==> src/rtl/evq_pkg.sv <==
package evq_pkg;
  localparam int EVQ_CODE_W = 7;

  typedef struct packed {
    logic                  state;
    logic [EVQ_CODE_W-1:0] code;
  } evq_entry_t;
endpackage

==> src/rtl/evq_merge.sv <==
module evq_merge #(
  parameter int NSRC  = 3,
  parameter int DEPTH = 16,
  localparam int CNT_W = $clog2(DEPTH + 1),
  localparam int AW    = $clog2(DEPTH)
) (
  input  logic             clk,
  input  logic             rst_n,
  input  logic [NSRC-1:0]  live,
  input  logic [CNT_W-1:0] count,
  input  logic             pop_eff,
  output logic [NSRC-1:0]  ready,
  output logic [NSRC-1:0]  acc,
  output logic [AW-1:0]    slot [NSRC],
  output logic [CNT_W-1:0] n_acc,
  output logic             drop
);
  logic [CNT_W:0]  free;
  logic [CNT_W:0]  rank [NSRC+1];
  logic [NSRC-1:0] lost;

  assign free = (CNT_W+1)'(DEPTH) - {1'b0, count} + {{CNT_W{1'b0}}, pop_eff};
  assign rank[0] = '0;

  for (genvar g = 0; g < NSRC; g++) begin : g_rank
    assign rank[g+1] = rank[g] + {{CNT_W{1'b0}}, live[g]};
    assign ready[g]  = rank[g] < free;
    assign acc[g]    = live[g] && ready[g];
    assign lost[g]   = live[g] && !ready[g];
    assign slot[g]   = AW'(rank[g]);
  end

  assign n_acc = (rank[NSRC] < free) ? CNT_W'(rank[NSRC]) : CNT_W'(free);
  assign drop  = |lost;

  // with room for every source, nothing is refused
  assert_ready_room_R12: assert property (@(posedge clk) disable iff (!rst_n)
    (free >= (CNT_W+1)'(NSRC)) |-> (&ready));
  // a discard only happens when the queue has no slot left for it
  assert_drop_full_R7: assert property (@(posedge clk) disable iff (!rst_n)
    drop |-> (n_acc == CNT_W'(free)));
endmodule

==> src/rtl/evq_store.sv <==
module evq_store #(
  parameter int NSRC  = 3,
  parameter int DEPTH = 16,
  localparam int CNT_W = $clog2(DEPTH + 1),
  localparam int AW    = $clog2(DEPTH)
) (
  input  logic                clk,
  input  logic                rst_n,
  input  logic [NSRC-1:0]     wr_en,
  input  logic [AW-1:0]       wr_slot [NSRC],
  input  evq_pkg::evq_entry_t wr_data [NSRC],
  input  logic [CNT_W-1:0]    n_acc,
  input  logic                pop_eff,
  output logic [CNT_W-1:0]    count,
  output logic [CNT_W-1:0]    count_nxt,
  output evq_pkg::evq_entry_t head
);
  evq_pkg::evq_entry_t mem [DEPTH];
  logic [AW-1:0] wptr, rptr;
  logic [AW-1:0] widx [NSRC];

  for (genvar g = 0; g < NSRC; g++) begin : g_idx
    assign widx[g] = wptr + wr_slot[g];
  end

  assign count_nxt = count + n_acc - {{(CNT_W-1){1'b0}}, pop_eff};
  assign head      = mem[rptr];

  always_ff @(posedge clk) begin
    for (int g = 0; g < NSRC; g++) begin
      if (wr_en[g]) mem[widx[g]] <= wr_data[g];
    end
  end

  always_ff @(posedge clk) begin
    if (!rst_n) begin
      wptr  <= '0;
      rptr  <= '0;
      count <= '0;
    end else begin
      wptr  <= wptr + n_acc[AW-1:0];
      count <= count_nxt;
      if (pop_eff) rptr <= rptr + AW'(1);
    end
  end

  // never more than DEPTH entries stored
  assert_count_bound_R3: assert property (@(posedge clk) disable iff (!rst_n)
    count <= CNT_W'(DEPTH));
  // a pop with no push lowers the count by one
  assert_pop_dec_R6: assert property (@(posedge clk) disable iff (!rst_n)
    (pop_eff && n_acc == '0) |=> (count == $past(count) - CNT_W'(1)));
  // one push plus one pop keeps the count
  assert_pushpop_hold_R11: assert property (@(posedge clk) disable iff (!rst_n)
    (pop_eff && n_acc == CNT_W'(1)) |=> (count == $past(count)));
endmodule

==> src/rtl/evq_flags.sv <==
module evq_flags (
  input  logic clk,
  input  logic rst_n,
  input  logic any_acc,
  input  logic drop,
  input  logic pend_nxt,
  input  logic int_clr,
  input  logic ovf_clr,
  output logic int_flag,
  output logic ovf_flag
);
  always_ff @(posedge clk) begin
    if (!rst_n) begin
      int_flag <= 1'b0;
      ovf_flag <= 1'b0;
    end else begin
      if (any_acc)      int_flag <= 1'b1;
      else if (int_clr) int_flag <= pend_nxt;

      if (drop)         ovf_flag <= 1'b1;
      else if (ovf_clr) ovf_flag <= 1'b0;
    end
  end

  // an accepted event of either state raises the interrupt
  assert_int_on_event_R9: assert property (@(posedge clk) disable iff (!rst_n)
    any_acc |=> int_flag);
  // without a clear the interrupt cannot fall
  assert_int_hold_R10: assert property (@(posedge clk) disable iff (!rst_n)
    (int_flag && !int_clr) |=> int_flag);
  // a discard raises the overflow flag
  assert_ovf_on_drop_R7: assert property (@(posedge clk) disable iff (!rst_n)
    drop |=> ovf_flag);
  // the overflow flag only falls after a clear pulse
  assert_ovf_sticky_R8: assert property (@(posedge clk) disable iff (!rst_n)
    (ovf_flag && !ovf_clr) |=> ovf_flag);
endmodule

==> src/rtl/evq_top.sv <==
module evq_top #(
  parameter int NSRC  = 3,
  parameter int DEPTH = 16,
  localparam int CW    = evq_pkg::EVQ_CODE_W,
  localparam int CNT_W = $clog2(DEPTH + 1),
  localparam int AW    = $clog2(DEPTH)
) (
  input  logic              clk,
  input  logic              rst_n,
  input  logic [NSRC-1:0]   src_valid,
  input  logic [NSRC-1:0]   src_state,
  input  logic [NSRC*CW-1:0] src_code,
  output logic [NSRC-1:0]   src_ready,
  output logic              rd_valid,
  input  logic              rd_ready,
  output logic [CW:0]       rd_data,
  output logic [CNT_W-1:0]  evt_count,
  output logic              int_flag,
  input  logic              int_clr,
  output logic              ovf_flag,
  input  logic              ovf_clr
);
  evq_pkg::evq_entry_t ent [NSRC];
  evq_pkg::evq_entry_t head;
  logic [NSRC-1:0]  live, acc;
  logic [AW-1:0]    slot [NSRC];
  logic [CNT_W-1:0] n_acc, count_nxt;
  logic             drop, pop_eff;

  for (genvar g = 0; g < NSRC; g++) begin : g_src
    assign ent[g]  = {src_state[g], src_code[g*CW +: CW]};
    assign live[g] = src_valid[g] && (src_code[g*CW +: CW] != '0);
  end

  assign rd_valid = evt_count != '0;
  assign pop_eff  = rd_valid && rd_ready;
  assign rd_data  = rd_valid ? head : '0;

  evq_merge #(.NSRC(NSRC), .DEPTH(DEPTH)) u_merge (
    .clk(clk), .rst_n(rst_n), .live(live), .count(evt_count),
    .pop_eff(pop_eff), .ready(src_ready), .acc(acc), .slot(slot),
    .n_acc(n_acc), .drop(drop)
  );

  evq_store #(.NSRC(NSRC), .DEPTH(DEPTH)) u_store (
    .clk(clk), .rst_n(rst_n), .wr_en(acc), .wr_slot(slot), .wr_data(ent),
    .n_acc(n_acc), .pop_eff(pop_eff), .count(evt_count),
    .count_nxt(count_nxt), .head(head)
  );

  evq_flags u_flags (
    .clk(clk), .rst_n(rst_n), .any_acc(|acc), .drop(drop),
    .pend_nxt(count_nxt != '0), .int_clr(int_clr), .ovf_clr(ovf_clr),
    .int_flag(int_flag), .ovf_flag(ovf_flag)
  );

  // cycles with no live event and no pop leave the count alone
  assert_idle_stable_R5: assert property (@(posedge clk) disable iff (!rst_n)
    (live == '0 && !pop_eff) |=> $stable(evt_count));
  // a pop on an empty queue leaves it empty when nothing arrives
  assert_empty_pop_R4: assert property (@(posedge clk) disable iff (!rst_n)
    (!rd_valid && live == '0) |=> !rd_valid);
endmodule

==> config.mk <==
export PLATFORM = sky130hd
export DESIGN_NAME = evq_top
export DESIGN_NICKNAME = d
export VERILOG_FILES = /design/src/rtl/evq_pkg.sv /design/src/rtl/evq_merge.sv /design/src/rtl/evq_store.sv /design/src/rtl/evq_flags.sv /design/src/rtl/evq_top.sv
export SDC_FILE = /design/constraint.sdc
export NUM_CORES = 1
export LEC_CHECK = 0
export ABC_AREA = 1
export CAP_MARGIN = 10
export CELL_PAD_IN_SITES_DETAIL_PLACEMENT = 0
export CELL_PAD_IN_SITES_GLOBAL_PLACEMENT = 2
export CORE_ASPECT_RATIO = 1.4
export CORE_MARGIN = 8
export CORE_UTILIZATION = 37
export DETAILED_ROUTE_END_ITERATION = 8
export GPL_ROUTABILITY_DRIVEN = 0
export PLACE_DENSITY = 0.86
export SYNTH_ARGS = -nofsm -noshare
export SYNTH_HDL_FRONTEND = slang
export SYNTH_SLANG_ARGS = --single-unit
==> constraint.sdc <==
create_clock -name clk -period 6.04 [get_ports clk]
set_input_delay 1.208 -clock clk [delete_from_list [all_inputs] [get_ports clk]]
set_output_delay 1.208 -clock clk [all_outputs]
set_load 0.1 [all_outputs]
==> summary.txt <==
Placed design
  – Placed cell area: 0.0115 mm²
  – IO buf count: 50
  – Post-Place Cells: 1781
  – DP Worst Slack: 0.596 ns
  – HPWL after DPL: 28100 µm

Clock network
  – # hold bufs at CTS: 0
  – CTS Root Cell: clkbuf_16
  – Clock Path Buffers: 2
  – CTS tree: yes
  – Htree depth: 4
  – Postcts setup bufs: 0
  – Clock Sinks: 147
  – Worst skew pair latency: 0.44 ns
  – Resized cells post-CTS: 0
  – TritonCTS buffer count: 17
  – Clock input transition at the sequential cells of the worst setup and hold paths: 0.06 ns

Yosys
  – Post-synth top flop: edfxtp_1
  – Post-Syn Area: 0.0107 mm²
  – Synth Net Count: 1473
  – Number of synthesized flops with an enable pin: 128
  – Sequential share of the synthesized area: 0.395
  – Async SR Flop Fraction: 0
  – Unique masters post-synth: 37
  – Cells after synthesis: 1415
  – Yosys Warn Count: 0
  – Syn Area/Cell: 7.56 µm²
  – Yosys reg bits: between 100 and 150

Setup path
  – Crit-path max FO: 18
  – Crit end category: output port
  – Cells on worst reg2reg path: 24
  – Crit path DAT: around 3.8 ns
  – WP data required: 4.83 ns
  – Register-to-Register Setup Slack: 1.47 ns
  – Critical path launch point type: flop
  – WS Path Type: reg -> out

STA
  – Endpoints failing setup: 0
  – Tcrit/Tclk final: 0.821
  – Fin Hold WS: 0.505 ns
  – Setup WS post-layout: 1.08 ns
  – Highest Clock Rate: 202 MHz
  – Setup repair after global routing missed its margin: false
  – Max-slew headroom: 0.253
  – TNS Setup: 0 ns
  – Least-Margin Pin Slew: 1.12 ns
  – Final Hold Viols: 0
  – Min cycle time layout: 4.96 ns
  – Post-Route Skew: 0.0142 ns
  – Slew Viols, Final: 0

Floorplanning
  – Num rows: 73
  – IO Count: 51
  – Starting Density: 0.377
  – Die W: about 160 µm
  – Die Ht: around 220 µm
  – Core Area: 0.0284 mm²
  – Die area: about 0.035 mm²

GRT
  – Initial antenna violation count: 0
  – Largest net degree at the start of global routing: 147
  – Vias in the first global route: 9915
  – GRT Overall Usage: 0.239
  – GR Overflow Total: 0
  – First-pass GRT wire length: approximately 63000 µm

Power
  – Overall Power: 5.70 mW
  – Leakage power: 5.15 nW
  – Max rail drop VDD: roughly 0.36 mV
  – P per Cell Area: between 400 and 500 mW/mm²

Detailed routing
  – DRT Wirelength: approximately 42000 µm
  – Drt first pass iters: 6
  – # DRC: 0
  – WL per Instance: 23.1 µm
  – Via density per instance: 5.80
  – Via count: 10.5k
  – 1st-iter DRT viols: 1382
  – Antenna viol nets, final: 0

Run
  – Maximum capacitance violations: 0

Layout
  – Ant diodes: 0
  – Non-filler cells, final: 1813
  – Share of layout cells above drive strength 1: 0.105
  – Finished Cell Area: 0.0121 mm²
  – Fin nets: 1483
  – Layout area overhead: 13.2%
  – Fin util: 0.427

Status
  – Status: complete, no violations

Worst hold path
  – Hold depth: 2
  – Hold Crit Class: reg -> reg
-- cell type report --
class                   instances  area [µm²]
well taps                     375         469
repair buffers                 81         758
flip-flops and latches        147        4230
multi-input cells            1089        5720
clock buffers                  22         529
inverters                      89         342
fillers                      2868       16300
clock inverters                10        76.3
-- registers in the layout, indices dropped and copies added (netlist names), named ones only --
| name | cells |
|---|---|
| u_flags.int_flag | 1 |
| u_store.wptr | 4 |
| u_store.mem | 128 |
| u_store.count | 5 |
| u_store.rptr | 4 |
| u_flags.ovf_flag | 1 |
-- final timing paths --
kind / endpoint / start
setup reg to reg: u_flags.int_flag$_SDFFE_PN0P_ / u_store.count[1]$_SDFF_PN0_
setup / recovery: rd_data[4] / flop
hold / removal: u_store.rptr[2]$_SDFFE_PN0P_ / u_store.rptr[2]$_SDFFE_PN0P_
hold reg to reg: u_store.rptr[2]$_SDFFE_PN0P_ / u_store.rptr[2]$_SDFFE_PN0P_
-- synth_stat cells, drive strengths merged (3+ instances only) --
master  instances  area share
nand4         135       0.079
xnor2           4      0.0050
o21ai          76       0.036
clkbuf         41       0.014
nor3            3      0.0019
o22ai           6      0.0035
buf            49       0.026
o221ai         26       0.021
ha             22       0.026
inv            70       0.025
nand2         472        0.18
clkinv         19      0.0074
nor2          127       0.057
fa              4      0.0075
a21oi          15      0.0070
nand3         194        0.11
edfxtp        128        0.36
dfxtp          19       0.036
-- layout by cell type, fill, tap and decap left out, drive strengths merged --
| master | netlist | final |
|---|---|---|
| nor3 | 3 | 3 |
| or2 | 1 | 1 |
| xnor2 | 4 | 4 |
| o21ai | 76 | 76 |
| o21a | 1 | 1 |
| nand3 | 194 | 194 |
| dfxtp | 19 | 19 |
| inv | 70 | 78 |
| nand4 | 135 | 135 |
| nor3b | 1 | 1 |
| a21o | 1 | 1 |
| a21oi | 15 | 15 |
| ha | 22 | 22 |
| nor2 | 127 | 127 |
| clkdlybuf4s50 | 0 | 45 |
| buf | 49 | 36 |
| clkbuf | 41 | 22 |
| fa | 4 | 4 |
| edfxtp | 128 | 128 |
| xor2 | 1 | 1 |
| o22ai | 6 | 6 |
| clkinv | 19 | 21 |
| nand2 | 472 | 472 |
| o221ai | 26 | 26 |
-- power by group --
part / leakage, nW / switching [mW] / internal (mW)
Clock: 0.304 / 0.460 / 0.632
Sequential: 1.32 / 0.107 / 1.43
Combinational: 3.53 / 2.32 / 0.754
Total: 5.15 / 2.89 / 2.81
-- per-layer routing --
| layer | up-vias | part of all wire | routed length, µm | global-route usage |
|---|---|---|---|---|
| li1 | 4943 | - | - | - |
| met1 | 4933 | 0.39 | 16200 | 0.287 |
| met2 | 530 | 0.48 | 20300 | 0.407 |
| met3 | 113 | 0.076 | 3170 | 0.0334 |
| met4 | 0 | 0.055 | 2310 | 0.135 |
| met5 | - | 0 | 0 | 0 |
-- worst max-delay path: stages, from the launching register on --
cell and delay, ns:
dfxtp_1 0.32, inv_1 0.55, buf_4 0.33, o21ai_0 0.14, o221ai_1 0.31, nand3_1 0.26
a21oi_1 0.23, clkdlybuf4s50_1 1.16
-- cell families (layout without fill, tap and decap cells) --
| kind of cell | count (synthesis) | in the layout | share of synthesized area |
|---|---|---|---|
| AND/OR/NAND/NOR | 933 | 933 | 0.425 |
| buffers and inverters | 179 | 202 | 0.0725 |
| flip-flops | 147 | 147 | 0.395 |
| AO/OA/AOI/OAI | 125 | 125 | 0.0691 |
| adder cells (fa/ha/maj) | 26 | 26 | 0.0332 |
| XOR/XNOR | 5 | 5 | 0.00585 |
(Power assumes the default switching activity.)
